**src/rtl/bdc_pkg.sv**
```systemverilog
package bdc_pkg;
   typedef enum logic [1:0] {
      QS_OPEN         = 2'd0,
      QS_HOLD_FLAG    = 2'd1,
      QS_HOLD_BARRIER = 2'd2
   } qstate_e;

   typedef enum logic {
      PH_ROUND = 1'b0,
      PH_WAIT  = 1'b1
   } phase_e;
endpackage

```
**src/rtl/bdc_issue.sv**
```systemverilog
module bdc_issue #(
   parameter int NSIG  = 5,
   parameter int AW    = 32,
   parameter int TAG_W = 3
) (
   input  logic              clk,
   input  logic              rst,
   input  logic              new_pkt,
   input  logic              restart,
   input  logic              abort,
   input  logic [NSIG-1:0]   mask_in,
   input  logic [NSIG*AW-1:0] addr_in,
   input  logic              req_ready,
   output logic              req_valid,
   output logic [TAG_W-1:0]  req_tag,
   output logic [AW-1:0]     req_addr,
   output logic              idle,
   output logic              fire,
   output logic [NSIG-1:0]   mask_q
);
   logic [NSIG-1:0]    pend_q;
   logic [NSIG*AW-1:0] addr_q;
   logic [TAG_W-1:0]   sel;
   logic               found;

   // lowest pending slot goes first
   always_comb begin
      sel   = '0;
      found = 1'b0;
      for (int i = 0; i < NSIG; i++) begin
         if (pend_q[i] && !found) begin
            sel   = TAG_W'(i);
            found = 1'b1;
         end
      end
   end

   assign req_valid = (|pend_q) && !abort;
   assign req_tag   = sel;
   assign req_addr  = addr_q[int'(sel)*AW +: AW];
   assign fire      = req_valid && req_ready;
   assign idle      = (pend_q == '0);

   always_ff @(posedge clk) begin
      if (rst) begin
         pend_q <= '0;
         mask_q <= '0;
         addr_q <= '0;
      end else if (abort) begin
         pend_q <= '0;
      end else if (new_pkt) begin
         pend_q <= mask_in;
         mask_q <= mask_in;
         addr_q <= addr_in;
      end else if (restart) begin
         pend_q <= mask_q;
      end else if (fire) begin
         pend_q[sel] <= 1'b0;
      end
   end

   assert_pend_in_mask_R4: assert property (@(posedge clk) disable iff (rst)
      (pend_q & ~mask_q) == '0)
      else $error("pending slot outside mask");
endmodule

```
**src/rtl/bdc_track.sv**
```systemverilog
module bdc_track #(
   parameter int NSIG  = 5,
   parameter int DW    = 32,
   parameter int TAG_W = 3,
   parameter int CNT_W = 3
) (
   input  logic             clk,
   input  logic             rst,
   input  logic             issue_fire,
   input  logic             rsp_valid,
   input  logic [TAG_W-1:0] rsp_tag,
   input  logic [DW-1:0]    rsp_data,
   input  logic             clear_vals,
   input  logic             unmap,
   input  logic [NSIG-1:0]  mask,
   output logic             cnt_zero,
   output logic             discard,
   output logic             all_zero
);
   logic [CNT_W-1:0] cnt_q;
   logic [CNT_W-1:0] cnt_next;
   logic             take;
   logic             drop_data;
   logic [NSIG-1:0]  slot_ok;

   assign take      = rsp_valid && (cnt_q != '0);
   assign cnt_next  = cnt_q + CNT_W'(issue_fire) - CNT_W'(take);
   assign cnt_zero  = (cnt_q == '0);
   assign drop_data = discard || unmap;

   always_ff @(posedge clk) begin
      if (rst) begin
         cnt_q   <= '0;
         discard <= 1'b0;
      end else begin
         cnt_q   <= cnt_next;
         discard <= (discard || unmap) && (cnt_next != '0);
      end
   end

   for (genvar g = 0; g < NSIG; g++) begin : g_slot
      logic [DW-1:0] val_q;
      always_ff @(posedge clk) begin
         if (rst || clear_vals) begin
            val_q <= DW'(1);
         end else if (take && !drop_data && rsp_tag == TAG_W'(g)) begin
            val_q <= rsp_data;
         end
      end
      assign slot_ok[g] = !mask[g] || (val_q == '0);
   end

   assign all_zero = &slot_ok;

   assert_cnt_bound_R5: assert property (@(posedge clk) disable iff (rst)
      cnt_q <= CNT_W'(NSIG))
      else $error("outstanding count beyond slot count");

   assert_discard_pending_R9: assert property (@(posedge clk) disable iff (rst)
      discard |-> !cnt_zero)
      else $error("discard held with nothing outstanding");
endmodule

```
**src/rtl/bdc_retry.sv**
```systemverilog
module bdc_retry #(
   parameter int DLY_W = 8
) (
   input  logic             clk,
   input  logic             rst,
   input  logic             load,
   input  logic [DLY_W-1:0] delay_in,
   output logic             expired
);
   logic [DLY_W-1:0] cnt_q;

   always_ff @(posedge clk) begin
      if (rst) begin
         cnt_q <= '0;
      end else if (load) begin
         cnt_q <= delay_in;
      end else if (cnt_q != '0) begin
         cnt_q <= cnt_q - 1'b1;
      end
   end

   assign expired = (cnt_q == '0);
endmodule

```
**src/rtl/bdc_gate.sv**
```systemverilog
module bdc_gate
   import bdc_pkg::*;
#(
   parameter int NSIG  = 5,
   parameter int AW    = 32,
   parameter int DW    = 32,
   parameter int DLY_W = 8,
   localparam int TAG_W = (NSIG > 1) ? $clog2(NSIG) : 1,
   localparam int CNT_W = $clog2(NSIG + 1)
) (
   input  logic               clk,
   input  logic               rst,
   input  logic               pkt_valid,
   output logic               pkt_ready,
   input  logic               pkt_is_barrier,
   input  logic               pkt_flag,
   input  logic [NSIG-1:0]    pkt_dep_mask,
   input  logic [NSIG*AW-1:0] pkt_dep_addr,
   input  logic               pkt_done,
   input  logic               unmap,
   input  logic [DLY_W-1:0]   retry_delay,
   output logic               rd_req_valid,
   input  logic               rd_req_ready,
   output logic [TAG_W-1:0]   rd_req_tag,
   output logic [AW-1:0]      rd_req_addr,
   input  logic               rd_rsp_valid,
   input  logic [TAG_W-1:0]   rd_rsp_tag,
   input  logic [DW-1:0]      rd_rsp_data,
   output logic [1:0]         q_state,
   output logic               all_read,
   output logic               barrier_done,
   output logic               unblock
);
   if (NSIG < 1 || NSIG > 16) begin : g_bad_nsig
      $error("NSIG must lie in 1..16");
   end
   if (AW < 1 || DW < 1 || DLY_W < 1) begin : g_bad_width
      $error("widths must be positive");
   end

   qstate_e         st_q, st_d;
   phase_e          ph_q, ph_d;
   logic            done_d, unblk_d;
   logic            disp, new_pkt, restart, retry_load, clear_vals;
   logic            issue_idle, issue_fire, cnt_zero, discard, all_zero, expired;
   logic [NSIG-1:0] mask_q;

   assign pkt_ready  = (st_q == QS_OPEN) && !discard && !unmap;
   assign disp       = pkt_valid && pkt_ready;
   assign new_pkt    = disp && pkt_is_barrier;
   assign all_read   = (st_q == QS_HOLD_BARRIER) && (ph_q == PH_ROUND)
                       && issue_idle && cnt_zero;
   assign restart    = (st_q == QS_HOLD_BARRIER) && (ph_q == PH_WAIT)
                       && expired && !unmap;
   assign retry_load = all_read && !all_zero && !unmap;
   assign clear_vals = new_pkt || restart;

   bdc_issue #(.NSIG(NSIG), .AW(AW), .TAG_W(TAG_W)) issue_i (
      .clk       (clk),
      .rst       (rst),
      .new_pkt   (new_pkt),
      .restart   (restart),
      .abort     (unmap),
      .mask_in   (pkt_dep_mask),
      .addr_in   (pkt_dep_addr),
      .req_ready (rd_req_ready),
      .req_valid (rd_req_valid),
      .req_tag   (rd_req_tag),
      .req_addr  (rd_req_addr),
      .idle      (issue_idle),
      .fire      (issue_fire),
      .mask_q    (mask_q)
   );

   bdc_track #(.NSIG(NSIG), .DW(DW), .TAG_W(TAG_W), .CNT_W(CNT_W)) track_i (
      .clk        (clk),
      .rst        (rst),
      .issue_fire (issue_fire),
      .rsp_valid  (rd_rsp_valid),
      .rsp_tag    (rd_rsp_tag),
      .rsp_data   (rd_rsp_data),
      .clear_vals (clear_vals),
      .unmap      (unmap),
      .mask       (mask_q),
      .cnt_zero   (cnt_zero),
      .discard    (discard),
      .all_zero   (all_zero)
   );

   bdc_retry #(.DLY_W(DLY_W)) retry_i (
      .clk      (clk),
      .rst      (rst),
      .load     (retry_load),
      .delay_in (retry_delay),
      .expired  (expired)
   );

   always_comb begin
      st_d    = st_q;
      ph_d    = ph_q;
      done_d  = 1'b0;
      unblk_d = 1'b0;
      case (st_q)
         QS_OPEN: begin
            if (disp) begin
               if (pkt_is_barrier) begin
                  st_d = QS_HOLD_BARRIER;
                  ph_d = PH_ROUND;
               end else if (pkt_flag) begin
                  st_d = QS_HOLD_FLAG;
               end
            end
         end
         QS_HOLD_FLAG: begin
            if (unmap) begin
               st_d = QS_OPEN;
            end else if (pkt_done) begin
               st_d    = QS_OPEN;
               unblk_d = 1'b1;
            end
         end
         QS_HOLD_BARRIER: begin
            if (unmap) begin
               st_d = QS_OPEN;
               ph_d = PH_ROUND;
            end else if (all_read) begin
               if (all_zero) begin
                  st_d    = QS_OPEN;
                  done_d  = 1'b1;
                  unblk_d = 1'b1;
               end else begin
                  ph_d = PH_WAIT;
               end
            end else if (restart) begin
               ph_d = PH_ROUND;
            end
         end
         default: st_d = QS_OPEN;
      endcase
   end

   always_ff @(posedge clk) begin
      if (rst) begin
         st_q         <= QS_OPEN;
         ph_q         <= PH_ROUND;
         barrier_done <= 1'b0;
         unblock      <= 1'b0;
      end else begin
         st_q         <= st_d;
         ph_q         <= ph_d;
         barrier_done <= done_d;
         unblock      <= unblk_d;
      end
   end

   assign q_state = st_q;

   assert_ready_open_R2: assert property (@(posedge clk) disable iff (rst)
      pkt_ready |-> q_state == 2'd0)
      else $error("ready outside open state");

   assert_req_in_barrier_R4: assert property (@(posedge clk) disable iff (rst)
      rd_req_valid |-> q_state == 2'd2)
      else $error("read request outside barrier hold");

   assert_flag_holds_R3: assert property (@(posedge clk) disable iff (rst)
      (q_state == 2'd1 && !pkt_done && !unmap) |=> q_state == 2'd1)
      else $error("flag hold released early");

   assert_done_with_unblock_R7: assert property (@(posedge clk) disable iff (rst)
      barrier_done |-> unblock)
      else $error("barrier done without unblock");

   assert_unmap_opens_R9: assert property (@(posedge clk) disable iff (rst)
      unmap |=> (q_state == 2'd0 && !unblock))
      else $error("unmap did not open the queue quietly");

   assert_discard_quiet_R9: assert property (@(posedge clk) disable iff (rst)
      discard |-> (!rd_req_valid && !pkt_ready))
      else $error("activity while draining discarded reads");
endmodule

```
**config.mk**
```make
export PLATFORM = sky130hd
export DESIGN_NAME = bdc_gate
export DESIGN_NICKNAME = d
export VERILOG_FILES = /design/src/rtl/bdc_pkg.sv /design/src/rtl/bdc_issue.sv /design/src/rtl/bdc_track.sv /design/src/rtl/bdc_retry.sv /design/src/rtl/bdc_gate.sv
export SDC_FILE = /design/constraint.sdc
export NUM_CORES = 1
export LEC_CHECK = 0
export BUFFER_PORTS_ARGS = -buffer_cell sky130_fd_sc_hd__buf_2
export CAP_MARGIN = 20
export CORE_MARGIN = 2
export CORE_UTILIZATION = 56
export CTS_CLUSTER_SIZE = 40
export DETAILED_ROUTE_END_ITERATION = 8
export PLACE_DENSITY_LB_ADDON = 0.3
export SLEW_MARGIN = 20
export SYNTH_ARGS = -nofsm -noshare
export SYNTH_HDL_FRONTEND = slang
export SYNTH_SLANG_ARGS = --single-unit
```
**constraint.sdc**
```tcl
create_clock -name clk -period 3.6 [get_ports clk]
set_input_delay 0.36 -clock clk [delete_from_list [all_inputs] [get_ports clk]]
set_output_delay 0.36 -clock clk [all_outputs]
set_load 0.01 [all_outputs]
```
Word level (Yosys, flattened, before mapping)

Index checks and enable logic that the tools add are counted.

Add/subtract/negate cells: 3
Equal/unequal tests: 14
Shifts and indexed selects: 1
$lt $le $gt $ge: 2
Muxes and demuxes: 37
Bitwise operators: 5
Reduce and logical (&&, ||, !) cells: 71

Operators by type and width:

| kind                                                       | count |
|---|---|
| zero test 32 bit                                           | 5 |
| indexed part select 160 x 9 -> 32 bit                      | 1 |
| logical AND 1 bit                                          | 27 |
| 2-to-1 mux 2 bit                                           | 10 |
| 2-to-1 mux 1 bit                                           | 17 |
| 2-to-1 mux 8 bit                                           | 2 |
| 2-to-1 mux 5 bit                                           | 3 |
| AND reduction 5 bit                                        | 3 |
| zero test 1 bit                                            | 13 |
| inequality test 3 bit, second input constant               | 4 |
| nonzero test 3 bit                                         | 3 |
| zero test 8 bit                                            | 1 |
| logical OR 1 bit                                           | 8 |
| inequality test 4 bit, second input constant               | 2 |
| nonzero test 8 bit                                         | 1 |
| subtractor 8 x 1 -> 8 bit, second input constant           | 1 |
| equality test 3 x 2 -> 1 bit, second input constant        | 2 |
| zero test 3 bit                                            | 2 |
| one-hot mux 2 bit (3 select lines)                         | 1 |
| AND 5 bit                                                  | 1 |
| zero test 5 bit                                            | 1 |
| NOT 5 bit                                                  | 1 |
| OR reduction 5 bit                                         | 1 |
| less-than comparator 3 x 4 -> 1 bit, second input constant | 1 |
| other kinds (16)                                           | 22 |

Output and inout bits: 42
Input port bits: 217
Register bits after elaboration: 347
Word-level logic and storage cells: 148

Depth between registers and ports, before layout

Gate-level depths: netlist of the first run.

Depth after elaboration: 22
Mapped depth: 9

Modules after synthesis

From an unflattened synthesis of the first run, not the netlist that was laid out.

Cell total of the unflattened synthesis: 1843
Area, all modules: 14269.9 um2

By module, submodules not included:

| module    | area each (um2) | instances | seq. area each (um2) | cells an instance |
|---|---|---|---|---|
| bdc_issue | 7239.4          | 1         | 3403.3               | 961 |
| bdc_track | 6197.2          | 1         | 3283.1               | 788 |
| bdc_retry | 475.5           | 1         | 160.2                | 53 |
| bdc_gate  | 357.8           | 1         | 100.1                | 41 |

Worst setup path after synthesis of the first run

OpenSTA, ideal clock, no wires.

Path kind: register to register
From: reg issue_i.pend_q[0]
To: reg track_i.discard
Setup time: 0.086 ns
Period minus slack after synthesis: 2.300 ns
Arrival: 2.214 ns
Path slack: 1.300 ns
Buffers on the path: 0
Stages on the path, launching flop included: 9
Cells stage by stage: dfxtp_1 -> or4_4 -> o21ba_2 -> nand2_2 -> inv_1 -> ha_1 -> fa_1 -> nor2_1 -> a211oi_1

Longest elaborated chain between the ends: 7

RTL lines:

| element                       | line            | RTL |
|---|---|---|
| start: declaration            | bdc_issue.sv:21 | `logic [NSIG-1:0] pend_q;` |
| start signal: assignment      | bdc_issue.sv:52 | `pend_q <= mask_in;` |
| start signal: assignment      | bdc_issue.sv:56 | `pend_q <= mask_q;` |
| OR reduction 5 bit            | bdc_issue.sv:38 | `assign req_valid = (\|pend_q) && !abort;` |
| logical AND 1 bit             | bdc_issue.sv:38 |  |
| named net rd_req_valid        | bdc_gate.sv:22  | `output logic rd_req_valid,` |
| logical AND 1 bit             | bdc_issue.sv:41 | `assign fire = req_valid && req_ready;` |
| adder 3 x 1 -> 3 bit          | bdc_track.sv:27 | `assign cnt_next = cnt_q + CNT_W'(issue_fire) - CNT_W'(take);` |
| subtractor 3 x 1 -> 3 bit     | bdc_track.sv:27 |  |
| named net track_i.cnt_next[1] | bdc_track.sv:21 | `logic [CNT_W-1:0] cnt_next;` |
| nonzero test 3 bit            | bdc_track.sv:37 | `discard <= (discard \|\| unmap) && (cnt_next != '0);` |
| logical AND 1 bit             | bdc_track.sv:37 |  |
| end signal: assignment        | bdc_track.sv:37 |  |
| end: declaration              | bdc_track.sv:17 | `output logic discard,` |

The timed path passes the listed nets, and every way through them passes these cells.
A chain may end at the register's enable or synchronous reset.

Final worst setup path of the first run

From: reg issue_i.pend_q[0]
To: out rd_req_addr[5]

Longest elaborated chain between the ends: 14
Elaborated cells on any way between the ends: 17

RTL lines:

| element                                 | line            | RTL |
|---|---|---|
| 2-to-1 mux 1 bit *                      | bdc_issue.sv:31 | `if (pend_q[i] && !found) begin` |
| zero test 1 bit                         | bdc_issue.sv:31 |  |
| logical AND 1 bit                       | bdc_issue.sv:31 |  |
| 2-to-1 mux 1 bit                        | bdc_issue.sv:31 |  |
| zero test 1 bit                         | bdc_issue.sv:31 |  |
| logical AND 1 bit                       | bdc_issue.sv:31 |  |
| 2-to-1 mux 1 bit                        | bdc_issue.sv:31 |  |
| zero test 1 bit                         | bdc_issue.sv:31 |  |
| logical AND 1 bit                       | bdc_issue.sv:31 |  |
| 2-to-1 mux 1 bit                        | bdc_issue.sv:31 |  |
| zero test 1 bit                         | bdc_issue.sv:31 |  |
| logical AND 1 bit                       | bdc_issue.sv:31 |  |
| 2-to-1 mux 3 bit *                      | bdc_issue.sv:31 |  |
| indexed part select 160 x 9 -> 32 bit * | bdc_issue.sv:40 | `assign req_addr = addr_q[int'(sel)*AW +: AW];` |
| end: declaration                        | bdc_gate.sv:25  | `output logic [AW-1:0] rd_req_addr,` |

Mark *: on every way between the ends. The rest lies on a longest branch, timed or not.

==> impl_metrics.toml, run 1 <==
[status]
status = "finished clean"

[die]
core-area_sq_mm = 0.02418
pin_count = 259
start_util_pct = 56.77
die_w_um = 160.6
die_y_um = 160.6
die_area_sq_mm = 0.02578
std_cell_rows = 57

[final_layout]
layout_commonest_cell = "nand2_1"
fin_nets = 2175
mostFrequentLayoutCells = "nand2_1 (669), dfxtp_1 (347), a21oi_1 (331)"
fin_util_pct = 67.56
drive_above_1_share_pct = 17.61
area_growth_syn_to_layout_pct = 19.02

[sta]
finClkSkew_ps = 14.51
post-route-min-period_ps = 3067
hold_viol_final = 0
max_clock_freq_mhz = 326.0
tightest_slew_ps = 1088
finalCritPeriodShare_pct = 85.20
setup_viol = 0
rsz0062_at_grt = "false"
slew_headroom_pct = 27.46
fin_ws_ps = 532.8
whs_ps = 73.98
finalMaxSlewViolations = 0
fin_tns_setup_ps = 0

[setup_path]
crit_path_top_delay_cell = "and2_1"
critPathArrivalTime_ps = 2710
path_class = "reg -> out"
end_kind = "output port"
path_cells = "nor2_1 > and2_1 > buf_4 > a222oi_1 > o21ai_0 > buf_2"
cp.required_ps = 3240
critPathMaxFanout = 24
cp-start-kind = "register"
max_stage_delay_ps = 870

[detailed_routing]
met3WireLength_um = 2857
drcViolationCount = 0
top_layer = "met5"
via_per_inst = 5.625
drt_iter0_markers = 1478
wl_met1_um = 16070
vias = 12980
wl_per_cell_um = 16.66
wl_met2_um = 18290
dr.pass1.iters = 7
finalWirelength_um = 38450
ant_nets = 0

[place]
port_buffers = 258
hpwlAfterDp_um = 26030
gp_congestion = 0.9272
post-place-ws_ps = 1056

[logic_synthesis]
synth.cell_area_sq_mm = 0.01372
yosys_register_bits = 347
yosysWarnings = 0
synth-seq-area-share_pct = 50.62
ys_types = 48
synth_edf_count = 0
async_flop_share_pct = 0
yosysTopAreaCellShare_pct = 50.62
synth_ff_type = "dfxtp_1"
avgSynthCellArea_sq_um = 7.767
synth_cells = 1767
ys_top_cells_by_area = "dfxtp_1 (51%), nand2_1 (18%), a21oi_1 (12%)"
synthesis.nets = 1992
synth_area_leader_cell = "dfxtp_1"

[pwr]
p_total_uw = 9429
power.leakage_uw = 0.006019
ir_worst_vdd_mv = 0.4450
power_density_mw_per_mm2 = 577.2

[clock_network]
cts_buffers = 36
clock_sinks = 347
cts_root_buf = "clkbuf_16"
ctsResizeCount = 0
clk_latency_ps = 520
path_clk_slew_ps = 60
cts_hold_buf = 0
post_cts_buffers = 0
h-tree-depth = 2
clock_path_buffers = 3
cts_tree = "yes"

[flow_run]
cap_violations = 0

[grt]
grt_pass1_vias = 12060
grt_max_degree = 174
track_usage_pct = 28.53
grt_pass1_wl_um = 60270
overflow = 0
antenna_found_initial = 8

[worst_hold_path]
min_path_type = "in -> reg"
==> report_power, final <==
group / total (uW) / internal (uW) / switching [uW]
Clock: 3800 / 2290 / 1510
Combinational: 1420 / 534 / 883
Sequential: 4210 / 4060 / 147
Total: 9430 / 6890 / 2540
==> state kept, by name (all words and copies together) (netlist names), 2 cells and up <==
register	cells
issue_i.addr_q	160
issue_i.mask_q	5
issue_i.pend_q	5
q_state	2
retry_i.cnt_q	8
track_i.cnt_q	3
track_i.g_slot.val_q	160
==> worst max-delay path, delay by kind of cell, from the launching register on <==
family,cells,cell delay [ps]
buf+inv,2,510
compound gates,2,260
simple gates,2,1050
flops,1,370
==> worst paths after layout <==
| kind | cells past startpoint | endpoint | start | slack [ps] |
|---|---|---|---|---|
| hold / removal | 3 | issue_i.addr_q[55] | pkt_dep_addr[55] | 70 |
| hold reg to reg | 2 | issue_i.addr_q[147] | issue_i.addr_q[147] | 450 |
| setup reg to reg | 7 | track_i.g_slot[3].val_q[19] | q_state[0] | 960 |
| setup / recovery | 6 | rd_req_addr[5] | issue_i.pend_q[0] | 530 |
==> stage by stage <==
| step | instance area (sq um) | std cells |
|---|---|---|
| final | 16330 | 2308 |
| after CTS | 16310 | 2300 |
| after detailed placement | 15100 | 2236 |
| after floorplan | 13720 | 1767 |
| after global placement | 15100 | 2236 |
| after global routing | 16330 | 2306 |
==> layout make-up <==
type,count,area [sq um]
well taps,324,405.4
flip-flops and latches,347,6947
multi-input cells,1278,6223
clock inverters,10,140.1
inverters,12,45.04
fillers,2051,7843
clock buffers,54,1079
repair buffers,275,1475
diodes,8,20.02
==> routing by layer <==
layer  track usage, %  up-vias
met5                0        -
met4            11.14        4
li1                 -     6310
met2            47.04      464
met1            37.11     6114
met3            5.501       90
==> synthesized netlist by cell type (all sizes together) (2+ instances only) <==
| library cell | number |
|---|---|
| ha | 7 |
| nor2b | 5 |
| a211oi | 3 |
| nand2 | 670 |
| dfxtp | 347 |
| xnor2 | 6 |
| nor4 | 41 |
| o31ai | 2 |
| clkbuf | 93 |
| nor3 | 9 |
| nand4 | 11 |
| nor2 | 29 |
| a222oi | 32 |
| and3 | 4 |
| nand3b | 2 |
| and2 | 4 |
| nand3 | 12 |
| nand2b | 5 |
| a21oi | 331 |
| inv | 12 |
| xor2 | 3 |
| mux2i | 41 |
| or2 | 3 |
| o21ai | 42 |
| buf | 37 |
==> cell families after synthesis <==
family | after synthesis | synth area share [%]
AOI/OAI and AO/OA | 418 | 16.87
xor gates and xnor gates | 9 | 0.5744
adders and majority gates | 8 | 0.7840
buffers and inverters | 142 | 4.194
DFF | 347 | 50.62
muxes | 41 | 2.990
and+or+nand+nor | 802 | 23.97
No activity file was read; power rests on OpenSTA's default activity.
==> inputs of run 2 (changes only) <==
--- a/config.mk
+++ b/config.mk
@@ -7,6 +7,7 @@
 export LEC_CHECK = 0
 export BUFFER_PORTS_ARGS = -buffer_cell sky130_fd_sc_hd__buf_2
 export CAP_MARGIN = 20
+export CORE_ASPECT_RATIO = 2
 export CORE_MARGIN = 2
 export CORE_UTILIZATION = 56
 export CTS_CLUSTER_SIZE = 40
==> impl_metrics.toml, run 2 (synthesized netlist as in run 1, its figures left out) <==
[clock_network]
cts_buffers = 30
clock_sinks = 347
cts_root_buf = "clkbuf_16"
clk_latency_ps = 570
cts_hold_buf = 0
h-tree-depth = 1
clock_path_buffers = 3
ctsResizeCount = 0
post_cts_buffers = 0
cts_tree = "yes"
path_clk_slew_ps = 70

[place]
port_buffers = 258
place_area_sq_mm = 0.01508
hpwlAfterDp_um = 25400
gp_congestion = 0.8897

[die]
start_util_pct = 56.66
pin_count = 259
die_y_um = 225.4
die_w_um = 114.7
die_area_sq_mm = 0.02585
core-area_sq_mm = 0.02422
std_cell_rows = 81

[detailed_routing]
wl_per_cell_um = 16.69
finalWirelength_um = 37830
vias = 12820
dr.pass1.iters = 8
ant_nets = 0
drt_iter0_markers = 1338
drcViolationCount = 0
via_per_inst = 5.655

[final_layout]
multiInputGateArea_sq_mm = 0.006223
reg_top3 = "issue_i.addr_q: 160 flops, track_i.g_slot.val_q: 160 flops, retry_i.cnt_q: 8 flops"
layout_commonest_cell = "nand2_1"
ff_latch_area_sq_mm = 0.006947
mostFrequentLayoutCells = "nand2_1 (669), dfxtp_1 (347), a21oi_1 (331)"
area_growth_syn_to_layout_pct = 17.48
fin_nets = 2173
drive_above_1_share_pct = 17.61
n_fill_cell = 2141
fin_area_sq_mm = 0.01612

[pwr]
comb_power_share_pct = 15.6
p_int_uw = 6482
p_switching_uw = 2435
power.leakage_uw = 0.005943
p_seq_share_pct = 47.2
ir_worst_vdd_mv = 0.5684
power_density_mw_per_mm2 = 553.1
pwr-share-clk_pct = 37.2
swShare_pct = 27.31

[grt]
grt_pass1_vias = 11520
overflow = 0
antenna_found_initial = 6
grt_pass1_wl_um = 59130
grt_max_degree = 174
track_usage_pct = 28.24

[setup_path]
crit_family = "compound AO/OA/AOI/OAI gates"
max_stage_delay_ps = 760
path_cells = "nor2_1 > and2_1 > a222oi_1 > o21ai_0 > buf_2"
end_kind = "output port"
path_class = "reg -> out"
critPathMaxFanout = 17
cp-start-kind = "register"
critPathArrivalTime_ps = 2790
crit_path_top_delay_cell = "a222oi_1"
path_buf_inv = 1
cp.required_ps = 3240

[worst_hold_path]
min_path_type = "in -> reg"

[status]
status = "finished clean"

[sta]
slew_headroom_pct = 38.59
fin_tns_setup_ps = 0
finalCritPeriodShare_pct = 87.54
setup_viol = 0
max_clock_freq_mhz = 317.3
post-route-min-period_ps = 3151
tightest_slew_ps = 921.1
finClkSkew_ps = 13.65
finalMaxSlewViolations = 0
rsz0062_at_grt = "false"
hold_viol_final = 0

[flow_run]
cap_violations = 0
## run 2: stage by stage
step                      hold WS (ps)  util [%]  instances  setup WS (ps)  total power, uW
after floorplan                  435.7         -       1767           1300             5213
after global placement           440.6     62.27       2206           1098             5643
after detailed placement         446.1     62.27       2206           1094             5671
after CTS                        6.926     66.50       2261          505.1             8962
after global routing             19.36     66.55       2266          334.6             9300
final                            20.29     66.56       2267          448.5             8917
## run 2: power by group through the flow
stage                     Sequential [uW]  Combinational, uW  Clock, uW
after detailed placement             4290               1380          0
after CTS                            4200               1390       3370
final                                4210               1390       3320
after global placement               4280               1360          0
after floorplan                      4250                961          0
after global routing                 4230               1550       3520
## run 2: area by class of cell
| type | instances | share of cell area, % |
|---|---|---|
| sequential | 347 | 43.09 |
| tap | 290 | 2.250 |
| clock inverter | 13 | 0.7916 |
| multi-input combinational | 1278 | 38.60 |
| timing repair buffer | 279 | 9.336 |
| antenna | 6 | 0.09312 |
| clock buffer | 42 | 5.564 |
| inverter | 12 | 0.2794 |
## run 2: worst paths after layout
kind	from	endpoint	slack (ps)	cells after the start
worst min register to register	issue_i.addr_q[132]	issue_i.addr_q[132]	450	2
worst max register to register	q_state[0]	track_i.g_slot[2].val_q[6]	1050	7
worst max-delay path	issue_i.pend_q[0]	rd_req_addr[8]	450	5
worst min-delay path	pkt_dep_addr[79]	issue_i.addr_q[79]	20	3
## run 2: routing by layer
layer / track usage [%] / vias up / wire [um]
met4: 10.34 / 2 / 1214
met2: 43.86 / 494 / 17600
met1: 40.02 / 5954 / 16290
met5: 0 / - / 13
met3: 3.981 / 72 / 2714
li1: - / 6298 / -
## run 2: worst register-to-register path, delay by kind of cell (launching register included)
kind / cells / cell delay [ps]
compound gates: 1 / 110
simple gates: 3 / 1290
buf+inv: 2 / 430
fa+ha+maj: 1 / 240
flops: 1 / 350
